## config.mk

```make
export PLATFORM = sky130hd
export DESIGN_NAME = mts_accum
export DESIGN_NICKNAME = d
export VERILOG_FILES = /design/src/rtl/mts_pkg.sv /design/src/rtl/mts_ctrl.sv /design/src/rtl/mts_store.sv /design/src/rtl/mts_view.sv /design/src/rtl/mts_accum.sv
export SDC_FILE = /design/constraint.sdc
export NUM_CORES = 2
export LEC_CHECK = 0
export BUFFER_PORTS_ARGS = -buffer_cell sky130_fd_sc_hd__buf_4
export CAP_MARGIN = 20
export CELL_PAD_IN_SITES_DETAIL_PLACEMENT = 1
export CELL_PAD_IN_SITES_GLOBAL_PLACEMENT = 1
export CORE_ASPECT_RATIO = 1.1
export CORE_MARGIN = 2
export CORE_UTILIZATION = 54
export DETAILED_ROUTE_END_ITERATION = 8
export PLACE_DENSITY_LB_ADDON = 0.1
export SLEW_MARGIN = 20
export SYNTH_ARGS = -nofsm -noshare
export SYNTH_HDL_FRONTEND = slang
export SYNTH_SLANG_ARGS = --single-unit
```

## constraint.sdc

```tcl
create_clock -name clk -period 27.5 [get_ports clk]
set_input_delay 2.75 -clock clk [delete_from_list [all_inputs] [get_ports clk]]
set_output_delay 2.75 -clock clk [all_outputs]
set_load 0.1 [all_outputs]
```

## src/rtl/mts_pkg.sv

```systemverilog
package mts_pkg;
   typedef enum logic [1:0] {
      VIEW_LAST = 2'd0,
      VIEW_MEAN = 2'd1,
      VIEW_PEAK = 2'd2,
      VIEW_ALT  = 2'd3
   } view_e;
endpackage

```

## src/rtl/mts_ctrl.sv

```systemverilog
module mts_ctrl #(
   parameter int NBINS = 16,
   parameter int K     = 8,
   localparam int BW   = $clog2(NBINS),
   localparam int PW   = $clog2(K),
   localparam int CW   = $clog2(K + 1)
) (
   input  logic          clk,
   input  logic          rst_n,
   input  logic          clr,
   input  logic          eot,
   output logic          busy,
   output logic [BW-1:0] idx,
   output logic [PW-1:0] wr,
   output logic [CW-1:0] cnt
);
   localparam logic [BW-1:0] LAST = BW'(NBINS - 1);
   localparam logic [CW-1:0] CAP  = CW'(K);

   always_ff @(posedge clk or negedge rst_n) begin
      if (!rst_n) begin
         busy <= 1'b0;
         idx  <= '0;
         wr   <= '0;
         cnt  <= '0;
      end else if (clr) begin
         busy <= 1'b0;
         idx  <= '0;
         wr   <= '0;
         cnt  <= '0;
      end else if (busy) begin
         if (idx == LAST) begin
            busy <= 1'b0;
            idx  <= '0;
            wr   <= wr + 1'b1;
            if (cnt != CAP) cnt <= cnt + 1'b1;
         end else begin
            idx <= idx + 1'b1;
         end
      end else if (eot) begin
         busy <= 1'b1;
         idx  <= '0;
      end
   end


   busy_start_chk: assert property (@(posedge clk) disable iff (!rst_n)
      (eot && !busy && !clr) |=> (busy && idx == '0));

   walk_end_chk: assert property (@(posedge clk) disable iff (!rst_n)
      (busy && idx == LAST && !clr) |=> (!busy && wr == $past(wr) + 1'b1));

   walk_hold_chk: assert property (@(posedge clk) disable iff (!rst_n)
      (busy && idx != LAST && !clr) |=> busy);

   clr_wins_chk: assert property (@(posedge clk) disable iff (!rst_n)
      clr |=> (!busy && cnt == '0));

   cnt_cap_chk: assert property (@(posedge clk) disable iff (!rst_n)
      cnt <= CAP);
endmodule

```

## src/rtl/mts_store.sv

```systemverilog
module mts_store #(
   parameter int NBINS = 16,
   parameter int K     = 8,
   parameter int DW    = 8,
   localparam int BW   = $clog2(NBINS),
   localparam int PW   = $clog2(K),
   localparam int CW   = $clog2(K + 1),
   localparam int SW   = DW + PW + 1
) (
   input  logic          clk,
   input  logic          rst_n,
   input  logic          clr,
   input  logic          smp_we,
   input  logic [BW-1:0] smp_bin,
   input  logic [DW-1:0] smp_dat,
   input  logic          busy,
   input  logic [BW-1:0] idx,
   input  logic [PW-1:0] wr,
   input  logic [CW-1:0] cnt,
   input  logic [BW-1:0] rd_bin,
   output logic [DW-1:0] rd_last,
   output logic [SW-1:0] rd_sum,
   output logic [DW-1:0] rd_min,
   output logic [DW-1:0] rd_max
);
   logic [DW-1:0] hist_q [K][NBINS];
   logic [DW-1:0] stage_w [NBINS];
   logic [SW-1:0] sum_w [NBINS];
   logic [DW-1:0] mn_w [NBINS];
   logic [DW-1:0] mx_w [NBINS];

   logic          full;
   logic [DW-1:0] cur, old, lo, hi;
   logic [SW-1:0] sum_nx;

   assign full = (cnt == CW'(K));
   assign cur  = stage_w[idx];
   assign old  = hist_q[wr][idx];
   assign sum_nx = sum_w[idx] + SW'(cur) - (full ? SW'(old) : '0);

   // scan the bin's surviving slots plus the incoming sample
   always_comb begin
      lo = cur;
      hi = cur;
      for (int s = 0; s < K; s++) begin
         if (PW'(s) != wr && (full || PW'(s) < wr)) begin
            if (hist_q[s][idx] < lo) lo = hist_q[s][idx];
            if (hist_q[s][idx] > hi) hi = hist_q[s][idx];
         end
      end
   end

   for (genvar b = 0; b < NBINS; b++) begin : g_bin
      logic [DW-1:0] stg_q, mn_q, mx_q;
      logic [SW-1:0] sum_q;
      always_ff @(posedge clk or negedge rst_n) begin
         if (!rst_n) begin
            stg_q <= '0; sum_q <= '0; mn_q <= '0; mx_q <= '0;
         end else if (clr) begin
            stg_q <= '0; sum_q <= '0; mn_q <= '0; mx_q <= '0;
         end else if (busy && idx == BW'(b)) begin
            stg_q <= '0;
            sum_q <= sum_nx;
            mn_q  <= lo;
            mx_q  <= hi;
         end else if (smp_we && smp_bin == BW'(b)) begin
            stg_q <= smp_dat;
         end
      end
      assign stage_w[b] = stg_q;
      assign sum_w[b]   = sum_q;
      assign mn_w[b]    = mn_q;
      assign mx_w[b]    = mx_q;
   end

   always_ff @(posedge clk) begin
      if (busy && !clr) hist_q[wr][idx] <= cur;
   end

   logic          rd_ok;
   logic [BW-1:0] rd_ix;
   logic [PW-1:0] newest;
   assign rd_ok   = int'(rd_bin) < NBINS;
   assign rd_ix   = rd_ok ? rd_bin : '0;
   assign newest  = wr - 1'b1;
   assign rd_last = rd_ok ? hist_q[newest][rd_ix] : '0;
   assign rd_sum  = rd_ok ? sum_w[rd_ix] : '0;
   assign rd_min  = rd_ok ? mn_w[rd_ix] : '0;
   assign rd_max  = rd_ok ? mx_w[rd_ix] : '0;


   peak_order_store_chk: assert property (@(posedge clk) disable iff (!rst_n)
      rd_min <= rd_max);
endmodule

```

## src/rtl/mts_view.sv

```systemverilog
module mts_view
   import mts_pkg::*;
#(
   parameter int K     = 8,
   parameter int DW    = 8,
   localparam int PW   = $clog2(K),
   localparam int CW   = $clog2(K + 1),
   localparam int SW   = DW + PW + 1
) (
   input  logic          clk,
   input  logic          rst_n,
   input  logic [1:0]    mode,
   input  logic [CW-1:0] cnt,
   input  logic [DW-1:0] rd_last,
   input  logic [SW-1:0] rd_sum,
   input  logic [DW-1:0] rd_min,
   input  logic [DW-1:0] rd_max,
   output logic [DW-1:0] disp_val,
   output logic [DW-1:0] disp_min
);
   logic [SW-1:0] quot;
   logic [DW-1:0] nx_val, nx_min;
   view_e         vm;

   assign vm = view_e'(mode);

   always_comb begin
      if (cnt == CW'(K))      quot = rd_sum >> PW;
      else if (cnt != '0)     quot = rd_sum / SW'(cnt);
      else                    quot = '0;
   end

   always_comb begin
      nx_val = rd_last;
      nx_min = rd_last;
      if (cnt == '0) begin
         nx_val = '0;
         nx_min = '0;
      end else if (vm == VIEW_MEAN) begin
         nx_val = DW'(quot);
         nx_min = DW'(quot);
      end else if (vm == VIEW_PEAK) begin
         nx_val = rd_max;
         nx_min = rd_min;
      end
   end

   always_ff @(posedge clk or negedge rst_n) begin
      if (!rst_n) begin
         disp_val <= '0;
         disp_min <= '0;
      end else begin
         disp_val <= nx_val;
         disp_min <= nx_min;
      end
   end


   peak_pair_chk: assert property (@(posedge clk) disable iff (!rst_n)
      ($past(mode) == 2'd2) |-> (disp_min <= disp_val));

   last_pair_chk: assert property (@(posedge clk) disable iff (!rst_n)
      ($past(mode) == 2'd0) |-> (disp_min == disp_val));

   empty_zero_chk: assert property (@(posedge clk) disable iff (!rst_n)
      ($past(cnt) == '0) |-> (disp_val == '0 && disp_min == '0));
endmodule

```

## src/rtl/mts_accum.sv

```systemverilog
module mts_accum #(
   parameter int NBINS = 16,
   parameter int K     = 8,
   parameter int DW    = 8,
   localparam int BW   = $clog2(NBINS),
   localparam int PW   = $clog2(K),
   localparam int CW   = $clog2(K + 1),
   localparam int SW   = DW + PW + 1
) (
   input  logic          clk,
   input  logic          rst_n,
   input  logic          clr,
   input  logic          smp_vld,
   input  logic [BW-1:0] smp_bin,
   input  logic [DW-1:0] smp_dat,
   input  logic          eot,
   input  logic [1:0]    mode,
   input  logic [BW-1:0] rd_bin,
   output logic [DW-1:0] disp_val,
   output logic [DW-1:0] disp_min,
   output logic          busy,
   output logic          not_full
);
   if (K < 2 || K > 16 || (K & (K - 1)) != 0) begin : g_bad_k
      $error("mts_accum: K must be a power of two from 2 to 16");
   end
   if (NBINS < 2) begin : g_bad_bins
      $error("mts_accum: NBINS must be at least 2");
   end
   if (DW < 1 || DW > 24) begin : g_bad_dw
      $error("mts_accum: DW out of range");
   end

   logic [BW-1:0] idx;
   logic [PW-1:0] wr;
   logic [CW-1:0] cnt;
   logic          smp_we;
   logic [DW-1:0] rd_last, rd_min, rd_max;
   logic [SW-1:0] rd_sum;

   assign smp_we   = smp_vld && !busy && !clr;
   assign not_full = cnt < CW'(K);

   mts_ctrl #(.NBINS(NBINS), .K(K)) u_ctrl (
      .clk(clk), .rst_n(rst_n), .clr(clr), .eot(eot),
      .busy(busy), .idx(idx), .wr(wr), .cnt(cnt)
   );

   mts_store #(.NBINS(NBINS), .K(K), .DW(DW)) u_store (
      .clk(clk), .rst_n(rst_n), .clr(clr),
      .smp_we(smp_we), .smp_bin(smp_bin), .smp_dat(smp_dat),
      .busy(busy), .idx(idx), .wr(wr), .cnt(cnt), .rd_bin(rd_bin),
      .rd_last(rd_last), .rd_sum(rd_sum), .rd_min(rd_min), .rd_max(rd_max)
   );

   mts_view #(.K(K), .DW(DW)) u_view (
      .clk(clk), .rst_n(rst_n), .mode(mode), .cnt(cnt),
      .rd_last(rd_last), .rd_sum(rd_sum), .rd_min(rd_min), .rd_max(rd_max),
      .disp_val(disp_val), .disp_min(disp_min)
   );


   empty_flag_chk: assert property (@(posedge clk) disable iff (!rst_n)
      $past(clr) |-> not_full);
endmodule

```

Yosys cells after proc, flatten, opt, wreduce, memory -nomap -nowiden
Memory sizes are Yosys's and may differ from the RTL's.
Index checks and enable logic that the tools add are counted.
{"block": "classes", "n_addsub": 6, "div_mod_pow": 1, "order_cmp": 28, "eq_ne": 41, "mux": 249, "bitwise_logic": 2, "reduce_logical": 97}
{"operator": "8-bit 2-to-1 mux", "n": 180}
{"operator": "12-bit 2-to-1 mux", "n": 36}
{"operator": "8-bit binary-select mux with 4-bit select", "n": 13}
{"operator": "128-bit 2-to-1 mux", "n": 1}
{"operator": "12-bit binary-select mux with 4-bit select", "n": 2}
{"operator": "4-bit equality test, second input constant", "n": 17}
{"operator": "8-bit > comparator", "n": 8}
{"operator": "8-bit less-than comparator", "n": 8}
{"operator": "3-bit nonzero test", "n": 18}
{"operator": "1-bit logical AND", "n": 44}
{"operator": "2-bit nonzero test", "n": 19}
{"operator": "8-bit demux with 4-bit select", "n": 1}
{"operator": "4-bit by 3-bit equality test with 1-bit output, second input constant", "n": 8}
{"operator": "4-bit 2-to-1 mux", "n": 8}
{"operator": "4-bit by 2-bit equality test with 1-bit output, second input constant", "n": 4}
{"operator": "12-bit by 8-bit adder with 12-bit output", "n": 1}
{"operator": "12-bit by 4-bit divider with 12-bit output", "n": 1}
{"operator": "4-bit logical NOT", "n": 3}
{"operator": "3-bit less-than comparator, first input constant", "n": 4}
{"operator": "3-bit inequality test, first input constant", "n": 4}
{"operator": "12-bit subtractor", "n": 1}
{"operator": "5-bit >= comparator, second input constant", "n": 2}
{"operator": "4-bit NOT with 5-bit output", "n": 2}
{"operator": "3-bit 2-to-1 mux", "n": 3}
{"operator": "other kinds (19)", "n": 36}
{"block": "word_totals", "regBits": 604, "mem_bits_rw": 1024, "inputBits": 23, "out_inout_bits": 18, "n_memories": 1}
{"name": "u_store.hist_q", "words": 8, "width": 128, "rd": 10, "rd_clocked_by_memory_dff": 0, "wr": 1, "line": "mts_store.sv:26", "rtl": "logic [DW-1:0] hist_q [K][NBINS];"}

Depth between registers and ports, before layout
{"block": "logic_depth", "ltp_word": 30, "depth_mapped": 100}

By module
Synthesis repeated with hierarchy kept, for this count alone.
{"block": "hier_totals", "cells_unflattened": 7033, "hier_area_um2": 95293.9}
{"mod": "mts_store", "n_inst": 1, "cells_per_inst": 6481, "area_each_um2": 91081.1, "seq_area_each_um2": 45163.3}
{"mod": "mts_view", "n_inst": 1, "cells_per_inst": 488, "area_each_um2": 3559.7, "seq_area_each_um2": 400.4}
{"mod": "mts_ctrl", "n_inst": 1, "cells_per_inst": 62, "area_each_um2": 636.9, "seq_area_each_um2": 300.3}
{"mod": "mts_accum", "n_inst": 1, "cells_per_inst": 2, "area_each_um2": 16.3, "seq_area_each_um2": 0.0}

Worst setup path before layout
No wires, ideal clock.
{"block": "synth_timing", "path_type": "input to register", "from": "input port rd_bin[2]", "to": "register u_view.disp_min[0]", "setup_time_ps": 120, "arrival_ps": 23555, "required_ps": 27380, "setup_slack_ps": 3825, "stages": 93, "n_path_buf": 6, "cell_sequence": "buf_2 buf_1 clkbuf_1 buf_1 buf_1 o21ai_0 ha_1 nor4b_2 nor2_1 and4_1 or3_1 ha_1 o21a_1 o21ai_1 a21o_1 ha_1 o21ai_0 a211oi_1 [57 not listed] nand2_1 o21ai_0 ha_1 o21a_1 o21a_1 or2_2 a21oi_1 and4_4 and2_1 o21ai_1 ha_1 a21o_1 a21o_1 a2111oi_0 o2111ai_1 a2111oi_0 o211ai_1 and4_1"}
{"block": "synth_via", "elab_chain_len": 9, "word_cells_on_any_way": 16, "cone_classes": "1 x div; 14 x mux; 1 x bitwise"}
{"item": "start: declaration", "line": "mts_accum.sv:18", "rtl": "input logic [BW-1:0] rd_bin,"}
{"item": "4-bit NOT with 5-bit output (implied by the code) (*)", "line": "mts_store.sv:86, mts_store.sv:87, mts_store.sv:88"}
{"item": "12-bit binary-select mux with 4-bit select", "line": "mts_store.sv:87", "rtl": "assign rd_sum = rd_ok ? sum_w[rd_ix] : '0;"}
{"item": "12-bit 2-to-1 mux (implied by the code) (2 in series)", "line": "mts_store.sv:87"}
{"item": "12-bit by 4-bit divider with 12-bit output", "line": "mts_view.sv:29", "rtl": "else if (cnt != '0) quot = rd_sum / SW'(cnt);"}
{"item": "8-bit 2-to-1 mux", "line": "mts_view.sv:29"}
{"item": "8-bit 2-to-1 mux", "line": "mts_view.sv:28", "rtl": "if (cnt == CW'(K)) quot = rd_sum >> PW;"}
{"item": "8-bit 2-to-1 mux (*)", "line": "mts_view.sv:39", "rtl": "end else if (vm == VIEW_MEAN) begin"}
{"item": "8-bit 2-to-1 mux (*)", "line": "mts_view.sv:36", "rtl": "if (cnt == '0) begin"}
{"item": "net u_view.nx_min[0]", "line": "mts_view.sv:22", "rtl": "logic [DW-1:0] nx_val, nx_min;"}
{"item": "end signal: assignment", "line": "mts_view.sv:54", "rtl": "disp_min <= nx_min;"}
{"item": "end: declaration", "line": "mts_view.sv:19", "rtl": "output logic [DW-1:0] disp_min"}
The timed path passes the listed nets; every way through them passes the cells marked *. The select of a mux whose other input is x is not followed.
A chain may end at the register's enable or synchronous reset.

Final worst setup path
{"block": "layout_timing", "from": "input port rd_bin[1]", "to": "register u_view.disp_min[0]"}
The elaborated chain is that of the path after synthesis.

==> impl_metrics.py <==
metrics = {
    "timing": {
        "rsz0062_at_grt": "false",
        "maxSlewHeadroom_pct": 11.4,
        "drv_slew": 0,
        "finalHoldViolations": 0,
        "fmax_mhz": 39.2,
        "finClkSkew_ps": 69.4,
        "tns_ps": 0,
        "fin_crit_ps": 25520,
        "fin_ws_ps": 1980,
        "post-route-period-util_pct": 92.8,
        "worstMarginPinSlew_ps": 1330,
        "finalSetupViolations": 0,
    },
    "power": {
        "powerDensity_mw_per_mm2": 76.1,
        "vdd_drop_max_v": 0.000230,
        "leakagePower_nw": 34.6,
    },
    "layout": {
        "final_cells": 9031,
        "nets": 6824,
        "seq_area_sq_mm": 0.0459,
        "area_growth_pct": 10.3,
        "drive_above_1_share_pct": 24.7,
        "num-fill-cells": 15700,
        "multi_input_area_sq_mm": 0.0435,
    },
    "worst_setup_path": {
        "worstPathArrival_ps": 26260,
        "worst_path_most_repeated_cell": "o21a_1",
        "path_max_fanout": 30,
        "worstReg2RegStart": "u_store.g_bin[15].sum_q[11]$_DFFE_PN0P_",
        "start_kind": "input pin",
        "reg2reg_to": "u_view.disp_min[0]$_DFF_PN0_",
        "crit_type": "in -> reg",
        "reg2reg_depth": 91,
        "reg2reg_slack_ps": 3870,
        "worstPathRequired_ps": 28240,
        "end_kind": "flop",
        "cp_slowest_cell": "a2111oi_1",
        "max_stage_delay_ps": 590,
    },
    "min_path": {
        "whs_endpoint": "u_store.g_bin[0].mx_q[0]$_DFFE_PN0P_",
        "worstHoldPathCells": 1,
        "min_from": "u_store.g_bin[0].mx_q[0]$_DFFE_PN0P_",
        "hold_path.class": "reg -> reg",
    },
    "synthesis": {
        "ys_ff_latch": 1628,
        "ys.flop_type": "edfxtp_1",
        "synth.area.top_cells": "edfxtp_1 34%, mux4_2 22%, dfrtp_1 16%",
        "ys_seq_area_share_pct": 50.0,
        "synth-edff-count": 1024,
        "syn_area_sq_mm": 0.0917,
        "synth_cells": 6745,
        "yosysTopAreaCell": "edfxtp_1",
        "yosysWarnings": 0,
        "synth_nets": 6958,
        "synthDistinctLibCells": 93,
        "syn_avg_cell_area_sq_um": 13.6,
        "synth_top_area_share_pct": 33.5,
        "async_flop_share_pct": 37.1,
    },
    "placement": {
        "dp.cells": 8674,
        "dp_hpwl_microns": 277000,
        "place_ws_ps": 389,
        "place_congestion": 1.09,
        "io_buffers": 40,
    },
    "run": {
        "cap_violations": 0,
    },
    "clock_tree": {
        "postCtsSetupBuffers": 0,
        "clk_pin_slew_worst_paths_ps": 70,
        "htree_levels": 4,
        "cts_hold_buf": 0,
        "numCtsBuffers": 173,
        "cts_sinks": 1628,
        "cts_resized": 0,
        "cts_tree": "done",
        "root_buffer": "clkbuf_16",
        "clockBufferDepth": 3,
        "worstSkewPairLatency_ps": 900,
    },
    "route": {
        "wl_per_cell_microns": 45.7,
        "ant_nets": 0,
        "totalWireLength_microns": 412000,
        "route.detailed.drc": 0,
        "dr.first_iter.drc_count": 11300,
        "drt-pass1-iter-count": 8,
        "via_per_inst": 8.02,
        "routed-via-count": 72500,
    },
    "die": {
        "die_x_microns": 397,
        "start_util_pct": 54.4,
        "num_rows": 158,
        "num_io_pins": 41,
        "dieArea_sq_mm": 0.173,
        "coreArea_sq_mm": 0.169,
        "dieHeight_microns": 436,
    },
    "global_routing": {
        "grt_pass1_vias": 71900,
        "grt_antenna_before_repair": 63,
        "grt_first_pass_wirelength_microns": 576000,
        "gr-total-overflow": 0,
        "track_usage_pct": 47.8,
        "grt_max_degree": 156,
    },
    "outcome": {
        "status": "finished, final reports clean",
    },
}
==> cell usage in the layout, fill, tap and decap left out, types with 138 or more instances in the layout <==
master	count
edfxtp_1	1024
mux4_2	886
dfrtp_1	597
nand2_1	451
o21ai_0	380
nor2_1	279
a22oi_1	279
buf_4	273
nand3_1	238
a22o_1	234
a21oi_1	215
ha_1	181
clkbuf_16	179
mux2i_1	138
==> area by class of cell <==
type / count / area share (%)
antenna: 31 / 0.0767
clock buffer: 219 / 4.74
clock inverter: 105 / 1.18
inverter: 119 / 0.441
multi-input combinational: 4392 / 43.0
sequential: 1628 / 45.3
tap: 2240 / 2.77
timing repair buffer: 297 / 2.47
==> metrics by stage <==
| stage | cell area (sq um) | total power, W | utilization (%) | hold slack (ps) |
|---|---|---|---|---|
| after detailed placement | 95000 | 0.00516 | 56.4 | 479 |
| after CTS | 101000 | 0.00763 | 59.9 | 499 |
| final | 101000 | 0.00770 | 60.0 | 500 |
| after global placement | 95000 | 0.00507 | 56.3 | 468 |
| after global routing | 101000 | 0.00803 | 60.0 | 510 |
| after floorplan | 91700 | 0.00455 | - | 450 |
==> critical path: cells and delay by family <==
kind	cells	cell delay [ps]
compound gates	47	11320
mux	6	1900
fa+ha+maj	12	3610
buf+inv	3	550
simple gates	24	6080
==> layer usage <==
metal  global-route usage (%)  share of wire, %  vias to the layer above
met5                        0             0.059                        -
met4                     40.9                11                       34
met3                     14.6                12                     1765
met2                     69.4                44                     6244
met1                     58.3                33                    37300
li1                         -                 -                    27100
==> logic make-up after synthesis <==
group / Yosys count / synth area share (%)
xor+xnor: 25 / 0.254
fa+ha+maj: 190 / 2.66
mux: 1079 / 24.0
compound gates: 1611 / 12.1
flops: 1628 / 50.0
buf+inv: 725 / 3.09
simple gates: 1487 / 7.82
==> power by group <==
group / switching [W] / internal, W
clock network: 0.00107 / 0.00144
logic: 0.00161 / 0.000962
registers: 0.0000153 / 0.00260
==> how the worst max path moves through the flow <==
stage | start | end | slack (ps)
after global routing | rd_bin[1] | u_view.disp_min[0]$_DFF_PN0_ | 30
after CTS | rd_bin[1] | u_view.disp_min[0]$_DFF_PN0_ | 1220
after detailed placement | rd_bin[1] | u_view.disp_min[0]$_DFF_PN0_ | 390
after floorplan | rd_bin[2] | u_view.disp_min[0]$_DFF_PN0_ | 3820
after global placement | rd_bin[1] | u_view.disp_min[0]$_DFF_PN0_ | 950
final | rd_bin[1] | u_view.disp_min[0]$_DFF_PN0_ | 1980
==> registers in the layout, summed over array words and instances, names as in the netlist <==
signal / cells
u_store.hist_q: 1024
u_ctrl.busy: 1
u_ctrl.cnt: 4
u_store.g_bin.stg_q: 128
u_store.g_bin.mx_q: 128
u_ctrl.wr: 3
u_store.g_bin.mn_q: 128
u_view.disp_min: 8
u_view.disp_val: 8
u_ctrl.idx: 4
u_store.g_bin.sum_q: 192
==> cell usage after synthesis (45+ instances only) <==
| cell type | number |
|---|---|
| a211oi_1 | 52 |
| nand3_1 | 238 |
| dfrtp_1 | 604 |
| edfxtp_1 | 1024 |
| o21ai_0 | 382 |
| a22o_1 | 234 |
| ha_1 | 182 |
| o311ai_0 | 83 |
| a21oi_1 | 216 |
| a22oi_1 | 279 |
| nor3_1 | 46 |
| nand2_1 | 451 |
| mux2_2 | 45 |
| buf_1 | 82 |
| nor2_1 | 366 |
| nand3b_1 | 117 |
| clkbuf_1 | 465 |
| inv_1 | 118 |
| a221oi_1 | 52 |
| a31oi_1 | 66 |
| nand4_1 | 84 |
| mux4_2 | 894 |
| buf_2 | 49 |
| mux2i_1 | 138 |
Power figures use the tool's default switching activity.
